`src/rtl/omega_net.sv`:
```
module omega_net #(
  parameter int N      = 8,
  parameter int DW     = 8,
  parameter bit ROTATE = 1'b1
) (
  input  logic                     clk,
  input  logic                     rst_n,
  input  logic [N-1:0]             req_valid,
  input  logic [N*$clog2(N)-1:0]   req_dest,
  input  logic [N*DW-1:0]          req_data,
  output logic [N-1:0]             accept,
  output logic [N-1:0]             out_valid,
  output logic [N*DW-1:0]          out_data
);
  localparam int LOGN = $clog2(N);
  localparam int HALF = N / 2;

  logic            v [LOGN+1][N];
  logic [LOGN-1:0] d [LOGN+1][N];
  logic [LOGN-1:0] s [LOGN+1][N];
  logic [DW-1:0]   x [LOGN+1][N];
  logic [LOGN*HALF-1:0] clash;
  logic prio_q;

  for (genvar i = 0; i < N; i++) begin : g_in
    assign v[0][i] = req_valid[i];
    assign d[0][i] = req_dest[i*LOGN +: LOGN];
    assign s[0][i] = LOGN'(i);
    assign x[0][i] = req_data[i*DW +: DW];
  end

  for (genvar k = 0; k < LOGN; k++) begin : g_stage
    for (genvar j = 0; j < HALF; j++) begin : g_sw
      logic uv, lv, ub, lb, low_wins, ukeep, lkeep, up_to0, up_to1, lo_to0, lo_to1;
      assign uv = v[k][j];
      assign lv = v[k][j+HALF];
      assign ub = d[k][j][LOGN-1-k];
      assign lb = d[k][j+HALF][LOGN-1-k];
      assign clash[k*HALF+j] = uv && lv && (ub == lb);
      assign low_wins = ROTATE && prio_q;
      assign ukeep = uv && !(clash[k*HALF+j] && low_wins);
      assign lkeep = lv && !(clash[k*HALF+j] && !low_wins);
      assign up_to0 = ukeep && !ub;
      assign up_to1 = ukeep && ub;
      assign lo_to0 = lkeep && !lb;
      assign lo_to1 = lkeep && lb;

      assign v[k+1][2*j]   = up_to0 || lo_to0;
      assign d[k+1][2*j]   = up_to0 ? d[k][j] : d[k][j+HALF];
      assign s[k+1][2*j]   = up_to0 ? s[k][j] : s[k][j+HALF];
      assign x[k+1][2*j]   = up_to0 ? x[k][j] : x[k][j+HALF];
      assign v[k+1][2*j+1] = up_to1 || lo_to1;
      assign d[k+1][2*j+1] = up_to1 ? d[k][j] : d[k][j+HALF];
      assign s[k+1][2*j+1] = up_to1 ? s[k][j] : s[k][j+HALF];
      assign x[k+1][2*j+1] = up_to1 ? x[k][j] : x[k][j+HALF];
    end
  end

  for (genvar p = 0; p < N; p++) begin : g_out
    assign out_valid[p] = v[LOGN][p];
    assign out_data[p*DW +: DW] = v[LOGN][p] ? x[LOGN][p] : '0;
  end

  always_comb begin
    accept = '0;
    for (int p = 0; p < N; p++)
      if (v[LOGN][p]) accept[s[LOGN][p]] = 1'b1;
  end

  if (ROTATE) begin : g_rot
    always_ff @(posedge clk or negedge rst_n)
      if (!rst_n)      prio_q <= 1'b0;
      else if (|clash) prio_q <= ~prio_q;

    p_prio_flip_r5: assert property (@(posedge clk) disable iff (!rst_n)
      |clash |=> (prio_q != $past(prio_q)));
    p_prio_hold_r5: assert property (@(posedge clk) disable iff (!rst_n)
      !(|clash) |=> $stable(prio_q));
  end else begin : g_fix
    assign prio_q = 1'b0;
  end

  p_accept_subset_r3: assert property (@(posedge clk) disable iff (!rst_n)
    (accept & ~req_valid) == '0);
  p_idle_r3: assert property (@(posedge clk) disable iff (!rst_n)
    (req_valid == '0) |-> (out_valid == '0 && accept == '0));
  p_single_r1: assert property (@(posedge clk) disable iff (!rst_n)
    ($countones(req_valid) == 1) |-> ($countones(accept) == 1 && $countones(out_valid) == 1));
  p_count_r4: assert property (@(posedge clk) disable iff (!rst_n)
    $countones(accept) == $countones(out_valid));
endmodule

```
`config.mk`:
```
export PLATFORM = sky130hd
export DESIGN_NAME = omega_net
export DESIGN_NICKNAME = d
export VERILOG_FILES = /design/src/rtl/omega_net.sv
export SDC_FILE = /design/constraint.sdc
export NUM_CORES = 1
export LEC_CHECK = 0
export BUFFER_PORTS_ARGS = -buffer_cell sky130_fd_sc_hd__buf_2
export CAP_MARGIN = 20
export CORE_ASPECT_RATIO = 1.75
export CORE_MARGIN = 2
export CORE_UTILIZATION = 45
export DETAILED_ROUTE_END_ITERATION = 16
export GPL_TIMING_DRIVEN = 0
export PLACE_DENSITY = 0.71
export SKIP_CTS_REPAIR_TIMING = 1
export SYNTH_ARGS = -nofsm -noshare
export SYNTH_HDL_FRONTEND = slang
export SYNTH_SLANG_ARGS = --single-unit
export TNS_END_PERCENT = 1
```
`constraint.sdc`:
```
create_clock -name clk -period 3.1 [get_ports clk]
set_clock_uncertainty 0.2 [all_clocks]
set_input_delay 0.155 -clock clk [delete_from_list [all_inputs] [get_ports clk]]
set_output_delay 0.155 -clock clk [all_outputs]
set_load 0.01 [all_outputs]
```
# Word-level counts from Yosys, hierarchy flattened

Cells that the tools add are included.

Magnitude comparators: 16
Equality and inequality tests: 12
Mux-type cells: 96
Bitwise logic cells: 8
Reduce and logical (&&, ||, !) cells: 202

Operators by type and width:

| operator                                                           | number |
|---|---|
| 2-to-1 mux 8 bit                                                   | 40 |
| logical AND 1 bit                                                  | 128 |
| 2-to-1 mux 3 bit                                                   | 24 |
| OR 8 bit                                                           | 7 |
| logical NOT 1 bit                                                  | 49 |
| < comparator 3 x 4 -> 1 bit (second input constant)                | 8 |
| demux 1 bit (select 3 bit)                                         | 8 |
| greater-or-equal comparator 3 x 1 -> 1 bit (second input constant) | 8 |
| logical OR 1 bit                                                   | 24 |
| 2-to-1 mux 1 bit                                                   | 16 |
| 2-to-1 mux 2 bit                                                   | 8 |
| equality test 1 bit                                                | 12 |
| OR reduction 12 bit                                                | 1 |
| NOT 1 bit                                                          | 1 |

Bits in registers: 1
Input port bits: 98
Logic and storage cells: 335

# Logic depth before layout (Yosys ltp)

Gate-level depths: netlist of run 1.

Depth after elaboration: 40
Gate-level depth with buffers: 11
Depth with buffers taken out: 8

# Worst setup path before layout of run 1

Ideal clock, no wire load.

Path type: flip-flop to output port
From: reg prio_q, in the netlist g_stage[0].g_sw[0].low_wins
To: out accept[4]
Arrival: 2.635 ns
Data required time: 2.745 ns
Setup slack: 0.110 ns
Cell stages (with the launch flop): 10
Cell sequence: dfrtp_1 > buf_4 > nand4_1 > o211ai_4 > a211oi_4 > mux2i_2 > a211oi_1 > a21oi_1 > nor2_1 > or4_1

Longest elaborated chain between the ends: 39
Elaborated cells between the ends (all ways): 280

Ends and longest elaborated chain:

| what                                 | line   | RTL |
|---|---|---|
| start: declaration                   | 23     | `logic prio_q;` |
| start signal: assignment             | 73     | `else if (\|clash) prio_q <= ~prio_q;` |
| logical NOT 1 bit                    | 42     | `assign lkeep = lv && !(clash[k*HALF+j] && !low_wins);` |
| logical AND 1 bit                    | 42     |  |
| logical NOT 1 bit                    | 42     |  |
| logical AND 1 bit                    | 42     |  |
| logical AND 1 bit                    | 45     | `assign lo_to0 = lkeep && !lb;` |
| logical OR 1 bit                     | 48     | `assign v[k+1][2*j] = up_to0 \|\| lo_to0;` |
| logical AND 1 bit (2 in a row)       | 39     | `assign clash[k*HALF+j] = uv && lv && (ub == lb);` |
| logical AND 1 bit (on tied branches) | 41, 42 |  |
| [22 not listed]                      | n/a    |  |
| OR 8 bit (no source line)            | n/a    |  |
| 2-to-1 mux 8 bit                     | 67     | `if (v[LOGN][p]) accept[s[LOGN][p]] = 1'b1;` |
| OR 8 bit (no source line)            | n/a    |  |
| 2-to-1 mux 8 bit                     | 67     |  |
| OR 8 bit (no source line)            | n/a    |  |
| 2-to-1 mux 8 bit                     | 67     |  |
| OR 8 bit (no source line)            | n/a    |  |
| 2-to-1 mux 8 bit (*)                 | 67     |  |
| end: declaration                     | 11     | `output logic [N-1:0] accept,` |

Every way passes the cells marked *; elsewhere a longest branch is shown, timed or not.

# Worst setup path in the final report of run 1

From: reg prio_q, in the netlist g_stage[0].g_sw[0].low_wins
To: out accept[2]

The elaborated chain is that of the path after synthesis.

==> results of run 1 <==
## kinds of logic (layout without fill, tap and decap cells)
| group | after synthesis | count (layout) | share of synthesized area [%] |
|---|---|---|---|
| XOR/XNOR | 13 | 13 | 2.456 |
| buffers and inverters | 39 | 247 | 4.183 |
| AO/OA/AOI/OAI | 213 | 213 | 38.38 |
| AND/OR/NAND/NOR | 176 | 176 | 21.43 |
| multiplexers | 149 | 149 | 33.01 |
| flip-flops | 1 | 1 | 0.5397 |
## routing by layer
metal | track usage (%) | vias to the layer above | wire length, um
li1 | - | 2814 | -
met1 | 37.98 | 3039 | 7700
met2 | 67.46 | 380 | 11730
met3 | 3.329 | 120 | 1149
met4 | 29.97 | 0 | 2276
met5 | 0 | - | 0
## area by class of cell
class / instances / share of cell area [%]
repair buffers: 208 / 17.99
well taps: 127 / 2.463
inverters: 8 / 0.5236
flip-flops and latches: 1 / 0.4072
plain buffers: 31 / 3.200
multi-input cells: 551 / 75.41
## worst paths after layout
kind / endpoint / cells after the start / startpoint / slack (ps)
worst min register to register: g_stage[0].g_sw[0].low_wins / 5 / g_stage[0].g_sw[0].low_wins / 1300
max in group asynchronous: g_stage[0].g_sw[0].low_wins / 2 / rst_n / 2340
worst min-delay path: g_stage[0].g_sw[0].low_wins / 2 / rst_n / 270
worst max-delay path: accept[2] / 9 / g_stage[0].g_sw[0].low_wins / -90
worst max register to register: g_stage[0].g_sw[0].low_wins / 10 / g_stage[0].g_sw[0].low_wins / 140
min in group clk: out_data[50] / 5 / req_data[50] / 730
## worst max-delay path: cells and delay by family, from the launching register on
| family | cells | cell delay, ps |
|---|---|---|
| buffers and inverters | 2 | 420 |
| AND/OR/NAND/NOR | 1 | 240 |
| flip-flops | 1 | 460 |
| AO/OA/AOI/OAI | 6 | 1710 |
## where the power goes
group | internal [mW] | switching, mW | leakage, nW
combinational | 0.990 | 1.47 | 3.06
sequential | 0.0218 | 0.0203 | 0.0107
clock | 0 | 0 | 0
total | 1.01 | 1.49 | 3.07
## cell usage after synthesis, drive strengths merged (3+ instances only)
library cell	n	area [sq um]
mux2i	143	1455
a22o	65	569.3
nor2	35	141.4
nand2	29	121.4
o21ai	24	120.1
nand3	22	115.1
a21oi	21	108.9
buf	19	118.9
nor3	14	75.07
xnor2	13	113.9
clkbuf	12	45.04
nand4	11	68.82
a211oi	10	120.1
nand2b	10	62.56
and3	9	57.56
a21boi	8	60.06
a22oi	8	70.06
a311oi	8	118.9
inv	8	30.03
nor2b	8	50.05
o22ai	8	50.05
a211o	7	61.31
nand3b	7	56.30
o31ai	7	81.33
and2	6	38.79
mux2	6	75.07
and3b	5	43.79
o211ai	5	51.30
a21o	4	30.03
a31o	4	35.03
a32oi	4	35.03
or2	4	25.02
or4	4	30.03
a31oi	3	18.77
o2111ai	3	26.28
## per-stage QoR
stage | total power [mW] | util (%) | setup slack [ps]
final | 2.502 | 63.40 | -92.60
after global routing | 2.598 | 63.40 | -188.3
after CTS | 2.064 | 55.62 | -571.8
after detailed placement | 2.053 | 55.62 | -555.5
after global placement | 2.040 | 55.62 | -538.7
after floorplan | 1.353 | - | 109.8
==> flow_summary.html, run 1 <==
<table>
<tr><th>Metric</th><th>Value</th></tr>
<tr><th colspan="2">GRT</th></tr>
<tr><td>Largest net degree at the start of global routing</td><td>11</td></tr>
<tr><td>GR Overflow Total</td><td>0</td></tr>
<tr><td>Number of antenna violations at the first check in global routing</td><td>0</td></tr>
<tr><td>Via count of the first global-routing pass</td><td>6000</td></tr>
<tr><td>Global-route wire length before repair</td><td>about 32 mm</td></tr>
<tr><td>Overall track demand over capacity in global routing</td><td>between 30% and 40%</td></tr>
<tr><th colspan="2">STA</th></tr>
<tr><td>Setup TNS after final layout</td><td>-852.0 ps</td></tr>
<tr><td>Final Max Tran Viols</td><td>0</td></tr>
<tr><td>Final critical delay including setup and external delays</td><td>3193 ps</td></tr>
<tr><td>Achievable Freq</td><td>about 310 MHz</td></tr>
<tr><td>Final worst setup slack</td><td>-92.60 ps</td></tr>
<tr><td>Final hold violation count</td><td>0</td></tr>
<tr><td>Worst hold margin</td><td>265.8 ps</td></tr>
<tr><td>Worst slew slack as a fraction of its limit</td><td>about 36%</td></tr>
<tr><td>Number of setup violations in the final report</td><td>20</td></tr>
<tr><td>Worst-Margin Slew</td><td>roughly 950 ps</td></tr>
<tr><td>Unrepaired setup endpoints after global routing</td><td>true</td></tr>
<tr><td>Tcrit/Tclk final</td><td>103.0%</td></tr>
<tr><th colspan="2">Synthesis</th></tr>
<tr><td>Synth Cell Area</td><td>between 4000 and 5000 sq um</td></tr>
<tr><td>Synthesized netlist net count</td><td>689</td></tr>
<tr><td>Number of synthesized flops with an enable pin</td><td>0</td></tr>
<tr><td>Syn Inst Count</td><td>roughly 590</td></tr>
<tr><td>Per-instance average area after synthesis</td><td>between 7 and 8 sq um</td></tr>
<tr><td>Sequential cell area fraction in the yosys report</td><td>less than 1%</td></tr>
<tr><td>Number of distinct library cells after synthesis</td><td>87</td></tr>
<tr><td>Total number of yosys warnings</td><td>0</td></tr>
<tr><td>Async set or reset register ratio after synthesis</td><td>between 90% and 100%</td></tr>
<tr><td>Most frequently used flop master after synthesis</td><td>dfrtp_1</td></tr>
<tr><td>Yosys reg bits</td><td>1</td></tr>
<tr><th colspan="2">Floorplanning</th></tr>
<tr><td>Die extent in y</td><td>around 140 um</td></tr>
<tr><td>Area of the core region</td><td>slightly above 10000 sq um</td></tr>
<tr><td>Effective utilization at floorplan</td><td>45.55%</td></tr>
<tr><td>Die outline width</td><td>just over 80 um</td></tr>
<tr><td>Top Ports</td><td>178</td></tr>
<tr><td>Area of the die</td><td>around 11000 sq um</td></tr>
<tr><td>Rows</td><td>between 40 and 50</td></tr>
<tr><th colspan="2">Layout</th></tr>
<tr><td>Final design area excluding fillers</td><td>between 6000 and 7000 sq um</td></tr>
<tr><td>Most common library cell in the layout ignoring fill and taps</td><td>buf_2</td></tr>
<tr><td>Flip-flop count of the largest register, all copies and words added</td><td>1</td></tr>
<tr><td>Multi-input gate area in the final layout</td><td>between 4000 and 5000 sq um</td></tr>
<tr><td>Register Area</td><td>26.28 sq um</td></tr>
<tr><td>Number of filler cells placed in the layout</td><td>about 990</td></tr>
<tr><td>Layout Area Growth over Synthesis</td><td>39.19%</td></tr>
<tr><td>Layout cell share with drive strength beyond 1</td><td>about two fifths</td></tr>
<tr><td>Highest-count cells in the layout ignoring fill and taps</td><td>buf_2 (177), mux2i_1 (134), a22o_1 (65)</td></tr>
<tr><td>Post-route non-filler standard cell count</td><td>slightly above 900</td></tr>
<tr><td>Total number of nets in the final design</td><td>between 800 and 900</td></tr>
<tr><td>Diode insertion count for antenna repair</td><td>0</td></tr>
<tr><th colspan="2">Drt</th></tr>
<tr><td>Mean number of vias per cell</td><td>about 6.9</td></tr>
<tr><td>Antenna Nets Post-Route</td><td>0</td></tr>
<tr><td>Mean routed wirelength per cell</td><td>24.68 um</td></tr>
<tr><td>First-pass iteration count of the detailed router</td><td>5</td></tr>
<tr><td>DR vias</td><td>between 6000 and 7000</td></tr>
<tr><td>Number of DRC violations after detailed-routing iteration 0</td><td>roughly 360</td></tr>
<tr><td>Final Routed Wirelength</td><td>~23 mm</td></tr>
<tr><td>Count of unresolved DRC violations after routing</td><td>0</td></tr>
<tr><th colspan="2">Critical path</th></tr>
<tr><td>Cells traversed along the worst timing path</td><td>and3b_1, o21ai_1, a21boi_1, o21ai_1, inv_1, a211oi_4, a22oi_1, o221ai_1, buf_2</td></tr>
<tr><td>Slowest-stage cell, CP</td><td>o21ai_1</td></tr>
<tr><td>Kind of end point of the critical path</td><td>output port</td></tr>
<tr><td>Cell with the most instances on the worst path</td><td>o21ai_1</td></tr>
<tr><td>Data arrival time of the critical path</td><td>about 2800 ps</td></tr>
<tr><td>Worst EP required</td><td>~2700 ps</td></tr>
<tr><td>Highest cell delay on the worst timing path</td><td>around 550 ps</td></tr>
<tr><td>Kind of launch point of the worst setup path</td><td>register</td></tr>
<tr><td>Crit path max fanout</td><td>7</td></tr>
<tr><td>Worst setup path category</td><td>reg2out</td></tr>
<tr><th colspan="2">Placed design</th></tr>
<tr><td>Post-placement cell area</td><td>between 5000 and 6000 sq um</td></tr>
<tr><td>Port buffer count</td><td>~170</td></tr>
<tr><td>Number of cells in the design after placement</td><td>slightly below 900</td></tr>
<tr><td>Post-DP HPWL</td><td>18.26 mm</td></tr>
<tr><td>Global placement routability congestion</td><td>0.9977</td></tr>
<tr><th colspan="2">Power</th></tr>
<tr><td>Max VDD drop</td><td>between 0.2 and 0.25 mV</td></tr>
<tr><td>Leakage dissipation</td><td>between 3 and 4 nW</td></tr>
<tr><td>Total power divided by cell area</td><td>between 300 and 400 nW/um^2</td></tr>
<tr><th colspan="2">Flow run</th></tr>
<tr><td>Max_cap viols</td><td>0</td></tr>
<tr><th colspan="2">Run status</th></tr>
<tr><td>Violations in the final reports</td><td>setup timing</td></tr>
<tr><td>Result of the run</td><td>complete, but fails checks</td></tr>
<tr><th colspan="2">Worst hold path</th></tr>
<tr><td>Hold WC Path Type</td><td>in2async</td></tr>
<tr><th colspan="2">Clock tree</th></tr>
<tr><td>Clock transition at the registers of the reported paths</td><td>0 ps</td></tr>
<tr><td>Insertion delay of the later-clocked pin in the worst-skew pair</td><td>0 ps</td></tr>
</table>
Note: power is estimated with default switching activity, not from simulation.
==> inputs of run 2 (changes only) <==
- CORE_ASPECT_RATIO: 1.75 -> 1.1
- PLACE_DENSITY: 0.71 -> 0.78
==> run 2 against run 1 <==
Against the previous run:
- the flow still finishes with violations (setup timing)
- flip-flop and latch count unchanged
- via count down 0.30%
- sequential share of layout area about the same
- cell count down 0.65%
- design area down 0.45%
- critical path depth up 1
- routed wire length down 3.1%
- largest cell class unchanged
==> flow_summary.html, run 2 (synthesis results as in run 1) <==
<table>
<tr><th>Metric</th><th>Value</th></tr>
<tr><th colspan="2">Layout</th></tr>
<tr><td>Number of filler cells placed in the layout</td><td>912</td></tr>
<tr><td>Layout cell share with drive strength beyond 1</td><td>between 40% and 50%</td></tr>
<tr><td>Post-route non-filler standard cell count</td><td>920</td></tr>
<tr><td>Layout Area Growth over Synthesis</td><td>38.57%</td></tr>
<tr><td>Highest-count cells in the layout ignoring fill and taps</td><td>buf_2 (176), mux2i_1 (134), a22o_1 (65)</td></tr>
<tr><td>Register Area</td><td>around 26 sq um</td></tr>
<tr><td>Flip-flop count of the largest register, all copies and words added</td><td>1</td></tr>
<tr><td>Total number of nets in the final design</td><td>900</td></tr>
<tr><td>Final core utilization</td><td>around 65%</td></tr>
<tr><td>Diode insertion count for antenna repair</td><td>0</td></tr>
<tr><td>Multi-input gate area in the final layout</td><td>between 4000 and 5000 sq um</td></tr>
<tr><td>Most common library cell in the layout ignoring fill and taps</td><td>buf_2</td></tr>
<tr><th colspan="2">Critical path</th></tr>
<tr><td>Crit Reg-Reg Startpoint</td><td>g_stage[0].g_sw[0].low_wins</td></tr>
<tr><td>Cells traversed along the worst timing path</td><td>buf_6, nand3b_1, nand2_1, a21o_1, nor3_4, or3_4, nand4_1, o2bb2ai_1, or4_4, buf_2</td></tr>
<tr><td>Worst r2r dst</td><td>g_stage[0].g_sw[0].low_wins</td></tr>
<tr><td>Kind of end point of the critical path</td><td>output port</td></tr>
<tr><td>Kind of launch point of the worst setup path</td><td>register</td></tr>
<tr><td>Data arrival time of the critical path</td><td>2840 ps</td></tr>
<tr><td>Worst setup path category</td><td>reg2out</td></tr>
<tr><td>Slowest-stage cell, CP</td><td>or4_4</td></tr>
<tr><td>Worst EP required</td><td>roughly 2700 ps</td></tr>
<tr><td>Crit path max fanout</td><td>10</td></tr>
<tr><td>Number of buffer and inverter stages on the critical path</td><td>2</td></tr>
<tr><td>Worst R2R Setup Slack</td><td>roughly 250 ps</td></tr>
<tr><td>Number of cell instances on the worst register-to-register path</td><td>11</td></tr>
<tr><td>Highest cell delay on the worst timing path</td><td>approximately 520 ps</td></tr>
<tr><td>Top cell family by delay on the critical path</td><td>simple AND/OR/NAND/NOR gates</td></tr>
<tr><th colspan="2">STA</th></tr>
<tr><td>Final Max Tran Viols</td><td>0</td></tr>
<tr><td>Worst slew slack as a fraction of its limit</td><td>approximately 45%</td></tr>
<tr><td>Final hold violation count</td><td>0</td></tr>
<tr><td>Unrepaired setup endpoints after global routing</td><td>true</td></tr>
<tr><td>Final worst setup slack</td><td>-93.55 ps</td></tr>
<tr><td>Final critical delay including setup and external delays</td><td>3194 ps</td></tr>
<tr><td>Worst hold margin</td><td>between 200 and 300 ps</td></tr>
<tr><td>Number of setup violations in the final report</td><td>9</td></tr>
<tr><td>Achievable Freq</td><td>313.1 MHz</td></tr>
<tr><td>Worst-Margin Slew</td><td>819.5 ps</td></tr>
<tr><td>Setup TNS after final layout</td><td>-351.9 ps</td></tr>
<tr><td>Tcrit/Tclk final</td><td>103.0%</td></tr>
<tr><th colspan="2">Flow run</th></tr>
<tr><td>Max_cap viols</td><td>0</td></tr>
<tr><th colspan="2">Placed design</th></tr>
<tr><td>Global placement routability congestion</td><td>approximately 1.0</td></tr>
<tr><td>Post-DP HPWL</td><td>between 15 and 20 mm</td></tr>
<tr><td>Number of cells in the design after placement</td><td>between 800 and 900</td></tr>
<tr><td>Port buffer count</td><td>approximately 170</td></tr>
<tr><th colspan="2">Floorplanning</th></tr>
<tr><td>Effective utilization at floorplan</td><td>46.65%</td></tr>
<tr><td>Die extent in y</td><td>~110 um</td></tr>
<tr><td>Area of the die</td><td>11130 sq um</td></tr>
<tr><td>Area of the core region</td><td>slightly below 10000 sq um</td></tr>
<tr><td>Die outline width</td><td>a little over 100 um</td></tr>
<tr><td>Rows</td><td>38</td></tr>
<tr><td>Top Ports</td><td>178</td></tr>
<tr><th colspan="2">Drt</th></tr>
<tr><td>Antenna Nets Post-Route</td><td>0</td></tr>
<tr><td>First-pass iteration count of the detailed router</td><td>6</td></tr>
<tr><td>Number of DRC violations after detailed-routing iteration 0</td><td>464</td></tr>
<tr><td>Final Routed Wirelength</td><td>roughly 22 mm</td></tr>
<tr><td>Mean number of vias per cell</td><td>6.885</td></tr>
<tr><td>DR vias</td><td>6334</td></tr>
<tr><td>Mean routed wirelength per cell</td><td>between 20 and 25 um</td></tr>
<tr><td>Count of unresolved DRC violations after routing</td><td>0</td></tr>
<tr><th colspan="2">Power</th></tr>
<tr><td>Leakage dissipation</td><td>3.077 nW</td></tr>
<tr><td>Max VDD drop</td><td>0.2448 mV</td></tr>
<tr><td>Total power divided by cell area</td><td>383.6 nW/um^2</td></tr>
<tr><th colspan="2">Clock tree</th></tr>
<tr><td>Insertion delay of the later-clocked pin in the worst-skew pair</td><td>0 ps</td></tr>
<tr><td>Clock transition at the registers of the reported paths</td><td>0 ps</td></tr>
<tr><th colspan="2">GRT</th></tr>
<tr><td>Number of antenna violations at the first check in global routing</td><td>0</td></tr>
<tr><td>Overall track demand over capacity in global routing</td><td>a little under two fifths</td></tr>
<tr><td>Via count of the first global-routing pass</td><td>6121</td></tr>
<tr><td>Largest net degree at the start of global routing</td><td>11</td></tr>
<tr><td>GR Overflow Total</td><td>0</td></tr>
<tr><td>Global-route wire length before repair</td><td>between 30 and 40 mm</td></tr>
<tr><th colspan="2">Run status</th></tr>
<tr><td>Result of the run</td><td>complete, but fails checks</td></tr>
<tr><td>Violations in the final reports</td><td>setup timing</td></tr>
<tr><th colspan="2">Worst hold path</th></tr>
<tr><td>Hold WC Path Type</td><td>in2async</td></tr>
</table>
[run 2: through the flow]
| step | power, mW | setup WS, ps | area, sq um |
|---|---|---|---|
| floorplan | 1.353 | 109.8 | 4636 |
| global placement | 2.024 | -525.3 | 5652 |
| detailed placement | 2.038 | -524.6 | 5652 |
| CTS | 2.051 | -533.0 | 5652 |
| global route | 2.590 | -156.4 | 6424 |
| finish | 2.464 | -93.55 | 6424 |
[run 2: routing by layer]
metal | share of wire, % | wire length, um | GRT usage (%) | vias up
li1 | - | - | - | 2817
met1 | 37 | 8150 | 43.69 | 3015
met2 | 49 | 10800 | 64.27 | 410
met3 | 7.8 | 1728 | 3.101 | 92
met4 | 6.6 | 1469 | 19.18 | 0
met5 | 0 | 0 | 0 | -
[run 2: power breakdown]
group          internal [mW]  leakage (nW)  switching, mW
Combinational          0.978          3.07           1.45
Clock                      0             0              0
Sequential            0.0218        0.0107         0.0170
Total                   1.00          3.08           1.46
[run 2: area by class of cell]
cell class                 instances  share of cell area [%]
buffer                            31                   3.097
inverter                           8                  0.5259
multi-input combinational        551                   75.57
sequential                         1                  0.4090
tap                              120                   2.337
timing repair buffer             209                   18.06
[run 2: worst max-delay path by stage]
stage / start / to / slack, ps / cells after the start
after floorplan: g_stage[0].g_sw[0].low_wins / accept[4] / 110 / 9
after global placement: g_stage[0].g_sw[0].low_wins / accept[5] / -530 / 11
after detailed placement: g_stage[0].g_sw[0].low_wins / accept[1] / -520 / 10
after CTS: g_stage[0].g_sw[0].low_wins / accept[1] / -530 / 10
after global routing: g_stage[0].g_sw[0].low_wins / accept[4] / -160 / 10
final: g_stage[0].g_sw[0].low_wins / accept[4] / -90 / 10
==> inputs of run 3 (changes only) <==
--- a/constraint.sdc
+++ b/constraint.sdc
@@ -4,2 +4,2 @@
 set_output_delay 0.155 -clock clk [all_outputs]
-set_load 0.01 [all_outputs]
+set_load 0.1 [all_outputs]
==> run 3 against run 2 <==
Against the previous run:
- the run still ends with setup timing left
- die area unchanged
- routed wire length increased by 3.4%
- sequential share of layout area about the same
- critical endpoint is now accept[1]
- setup slack got worse by 170 ps
==> flow_summary.html, run 3 (synthesis results as in run 1) <==
<table>
<tr><th>Metric</th><th>Value</th></tr>
<tr><th colspan="2">Layout</th></tr>
<tr><td>Most common library cell in the layout ignoring fill and taps</td><td>mux2i_1</td></tr>
<tr><td>Flip-flop count of the largest register, all copies and words added</td><td>1</td></tr>
<tr><td>Highest-count cells in the layout ignoring fill and taps</td><td>mux2i_1 (135), buf_2 (115), a22o_1 (60)</td></tr>
<tr><td>Final core utilization</td><td>between 60 and 70%</td></tr>
<tr><td>Diode insertion count for antenna repair</td><td>0</td></tr>
<tr><td>Layout Area Growth over Synthesis</td><td>45.07%</td></tr>
<tr><td>Layout cell share with drive strength beyond 1</td><td>roughly 40%</td></tr>
<tr><td>Total number of nets in the final design</td><td>882</td></tr>
<tr><th colspan="2">Critical path</th></tr>
<tr><td>Data arrival time of the critical path</td><td>roughly 3000 ps</td></tr>
<tr><td>Kind of launch point of the worst setup path</td><td>register</td></tr>
<tr><td>Worst EP required</td><td>between 2000 and 3000 ps</td></tr>
<tr><td>Kind of end point of the critical path</td><td>output port</td></tr>
<tr><td>Crit path max fanout</td><td>7</td></tr>
<tr><td>Worst setup path category</td><td>reg2out</td></tr>
<tr><th colspan="2">Drt</th></tr>
<tr><td>Count of unresolved DRC violations after routing</td><td>0</td></tr>
<tr><td>DR vias</td><td>about 6300</td></tr>
<tr><td>Routed met3 length</td><td>between 1.5 and 2 mm</td></tr>
<tr><td>Antenna Nets Post-Route</td><td>0</td></tr>
<tr><td>Final Routed Wirelength</td><td>between 20 and 25 mm</td></tr>
<tr><td>Uppermost routed layer</td><td>met4</td></tr>
<tr><td>First-pass iteration count of the detailed router</td><td>5</td></tr>
<tr><td>Number of DRC violations after detailed-routing iteration 0</td><td>roughly 550</td></tr>
<tr><td>Mean number of vias per cell</td><td>approximately 7.0</td></tr>
<tr><td>Met2 layer wire length in the routed design</td><td>11.22 mm</td></tr>
<tr><td>M1 WL</td><td>roughly 8.3 mm</td></tr>
<tr><td>Mean routed wirelength per cell</td><td>25.39 um</td></tr>
<tr><th colspan="2">STA</th></tr>
<tr><td>Final critical delay including setup and external delays</td><td>3359 ps</td></tr>
<tr><td>Achievable Freq</td><td>a little under 300 MHz</td></tr>
<tr><td>Worst hold margin</td><td>about 280 ps</td></tr>
<tr><td>Worst slew slack as a fraction of its limit</td><td>between 20% and 30%</td></tr>
<tr><td>Final hold violation count</td><td>0</td></tr>
<tr><td>Tcrit/Tclk final</td><td>108.4%</td></tr>
<tr><td>Final worst setup slack</td><td>-259.0 ps</td></tr>
<tr><td>Number of setup violations in the final report</td><td>34</td></tr>
<tr><td>Final Max Tran Viols</td><td>0</td></tr>
<tr><td>Unrepaired setup endpoints after global routing</td><td>true</td></tr>
<tr><td>Worst-Margin Slew</td><td>about 1100 ps</td></tr>
<tr><th colspan="2">Power</th></tr>
<tr><td>Max VDD drop</td><td>0.5633 mV</td></tr>
<tr><td>Leakage dissipation</td><td>3.116 nW</td></tr>
<tr><td>Switching share of total power</td><td>a little under three quarters</td></tr>
<tr><td>Power share of the sequential group</td><td>less than 1%</td></tr>
<tr><td>Design internal power</td><td>roughly 1.2 mW</td></tr>
<tr><td>Total power divided by cell area</td><td>slightly above 600 nW/um^2</td></tr>
<tr><td>P_sw</td><td>between 2 and 3 mW</td></tr>
<tr><td>Combinational Power Share</td><td>about 100%</td></tr>
<tr><td>Final Power</td><td>between 4 and 5 mW</td></tr>
<tr><td>Clock network power share</td><td>0%</td></tr>
<tr><th colspan="2">GRT</th></tr>
<tr><td>Via count of the first global-routing pass</td><td>approximately 6000</td></tr>
<tr><td>Largest net degree at the start of global routing</td><td>11</td></tr>
<tr><td>Global-route wire length before repair</td><td>between 30 and 40 mm</td></tr>
<tr><td>Number of antenna violations at the first check in global routing</td><td>0</td></tr>
<tr><td>Overall track demand over capacity in global routing</td><td>between 30% and 40%</td></tr>
<tr><td>GR Overflow Total</td><td>0</td></tr>
<tr><th colspan="2">Placed design</th></tr>
<tr><td>Post-DP HPWL</td><td>about 18 mm</td></tr>
<tr><td>Port buffer count</td><td>approximately 170</td></tr>
<tr><td>Global placement routability congestion</td><td>approximately 1</td></tr>
<tr><th colspan="2">Flow run</th></tr>
<tr><td>Max_cap viols</td><td>0</td></tr>
<tr><th colspan="2">Run status</th></tr>
<tr><td>Result of the run</td><td>complete, but fails checks</td></tr>
<tr><td>Violations in the final reports</td><td>setup timing</td></tr>
<tr><th colspan="2">Floorplanning</th></tr>
<tr><td>Area of the core region</td><td>approximately 10000 sq um</td></tr>
<tr><td>Die outline width</td><td>just over 100 um</td></tr>
<tr><td>Die extent in y</td><td>110.5 um</td></tr>
<tr><td>Rows</td><td>38</td></tr>
<tr><td>Effective utilization at floorplan</td><td>~47%</td></tr>
<tr><td>Area of the die</td><td>11130 sq um</td></tr>
<tr><td>Top Ports</td><td>178</td></tr>
<tr><th colspan="2">Clock tree</th></tr>
<tr><td>Insertion delay of the later-clocked pin in the worst-skew pair</td><td>0 ps</td></tr>
<tr><td>Clock transition at the registers of the reported paths</td><td>0 ps</td></tr>
<tr><th colspan="2">Worst hold path</th></tr>
<tr><td>Hold WC Path Type</td><td>in2async</td></tr>
</table>
-- run 3: worst paths after layout --
| check | startpoint | endpoint | slack [ps] | cells past startpoint |
|---|---|---|---|---|
| max in group asynchronous | rst_n | g_stage[0].g_sw[0].low_wins | 2330 | 2 |
| worst min register to register | g_stage[0].g_sw[0].low_wins | g_stage[0].g_sw[0].low_wins | 1220 | 5 |
| worst max register to register | g_stage[0].g_sw[0].low_wins | g_stage[0].g_sw[0].low_wins | 130 | 9 |
| worst min-delay path | rst_n | g_stage[0].g_sw[0].low_wins | 280 | 2 |
| min in group clk | req_valid[5] | g_stage[0].g_sw[0].low_wins | 790 | 6 |
| worst max-delay path | g_stage[0].g_sw[0].low_wins | accept[1] | -260 | 9 |
-- run 3: power by group through the flow --
stage / Sequential (mW) / Clock, mW / Combinational, mW
6_report: 0.0355 / 0 / 4.12
5_1_grt: 0.0360 / 0 / 4.23
4_1_cts: 0.0320 / 0 / 3.48
3_5_place_dp: 0.0314 / 0 / 3.47
3_3_place_gp: 0.0323 / 0 / 3.46
2_1_floorplan: 0.0274 / 0 / 2.80
-- run 3: final cells by class --
cell class / instances / area, sq um
Tap cell: 120 / 150.1
Sequential cell: 1 / 26.28
Multi-Input combinational cell: 551 / 4847
Buffer: 31 / 207.7
Timing Repair Buffer: 191 / 1460
Inverter: 8 / 33.78
Fill cell: 828 / 3212
-- run 3: layer usage --
layer,track usage (%),vias to the layer above
met1,42.04,3054
li1,-,2777
met5,0,-
met4,16.80,0
met3,4.241,100
met2,64.84,416
-- run 3: metrics by stage --
stage | setup TNS [ps] | cells | cell area (sq um) | setup slack, ps
2_1_floorplan | -10210 | 591 | 4674 | -354.2
3_3_place_gp | -36210 | 884 | 5690 | -812.8
3_5_place_dp | -35810 | 884 | 5690 | -767.7
4_1_cts | -37810 | 884 | 5690 | -794.4
5_1_grt | -5481 | 902 | 6725 | -299.6
6_report | -2679 | 902 | 6725 | -259.0
-- run 3: worst max-delay path, cell delays in order, from the launching register on --
cell and delay, ps:
dfrtp_2 430, and3b_1 220, o21ai_1 250, nand3_1 350
o32ai_2 520, a22oi_2 240, nand2b_1 190, a221oi_1 400
nand4_1 170, buf_6 220
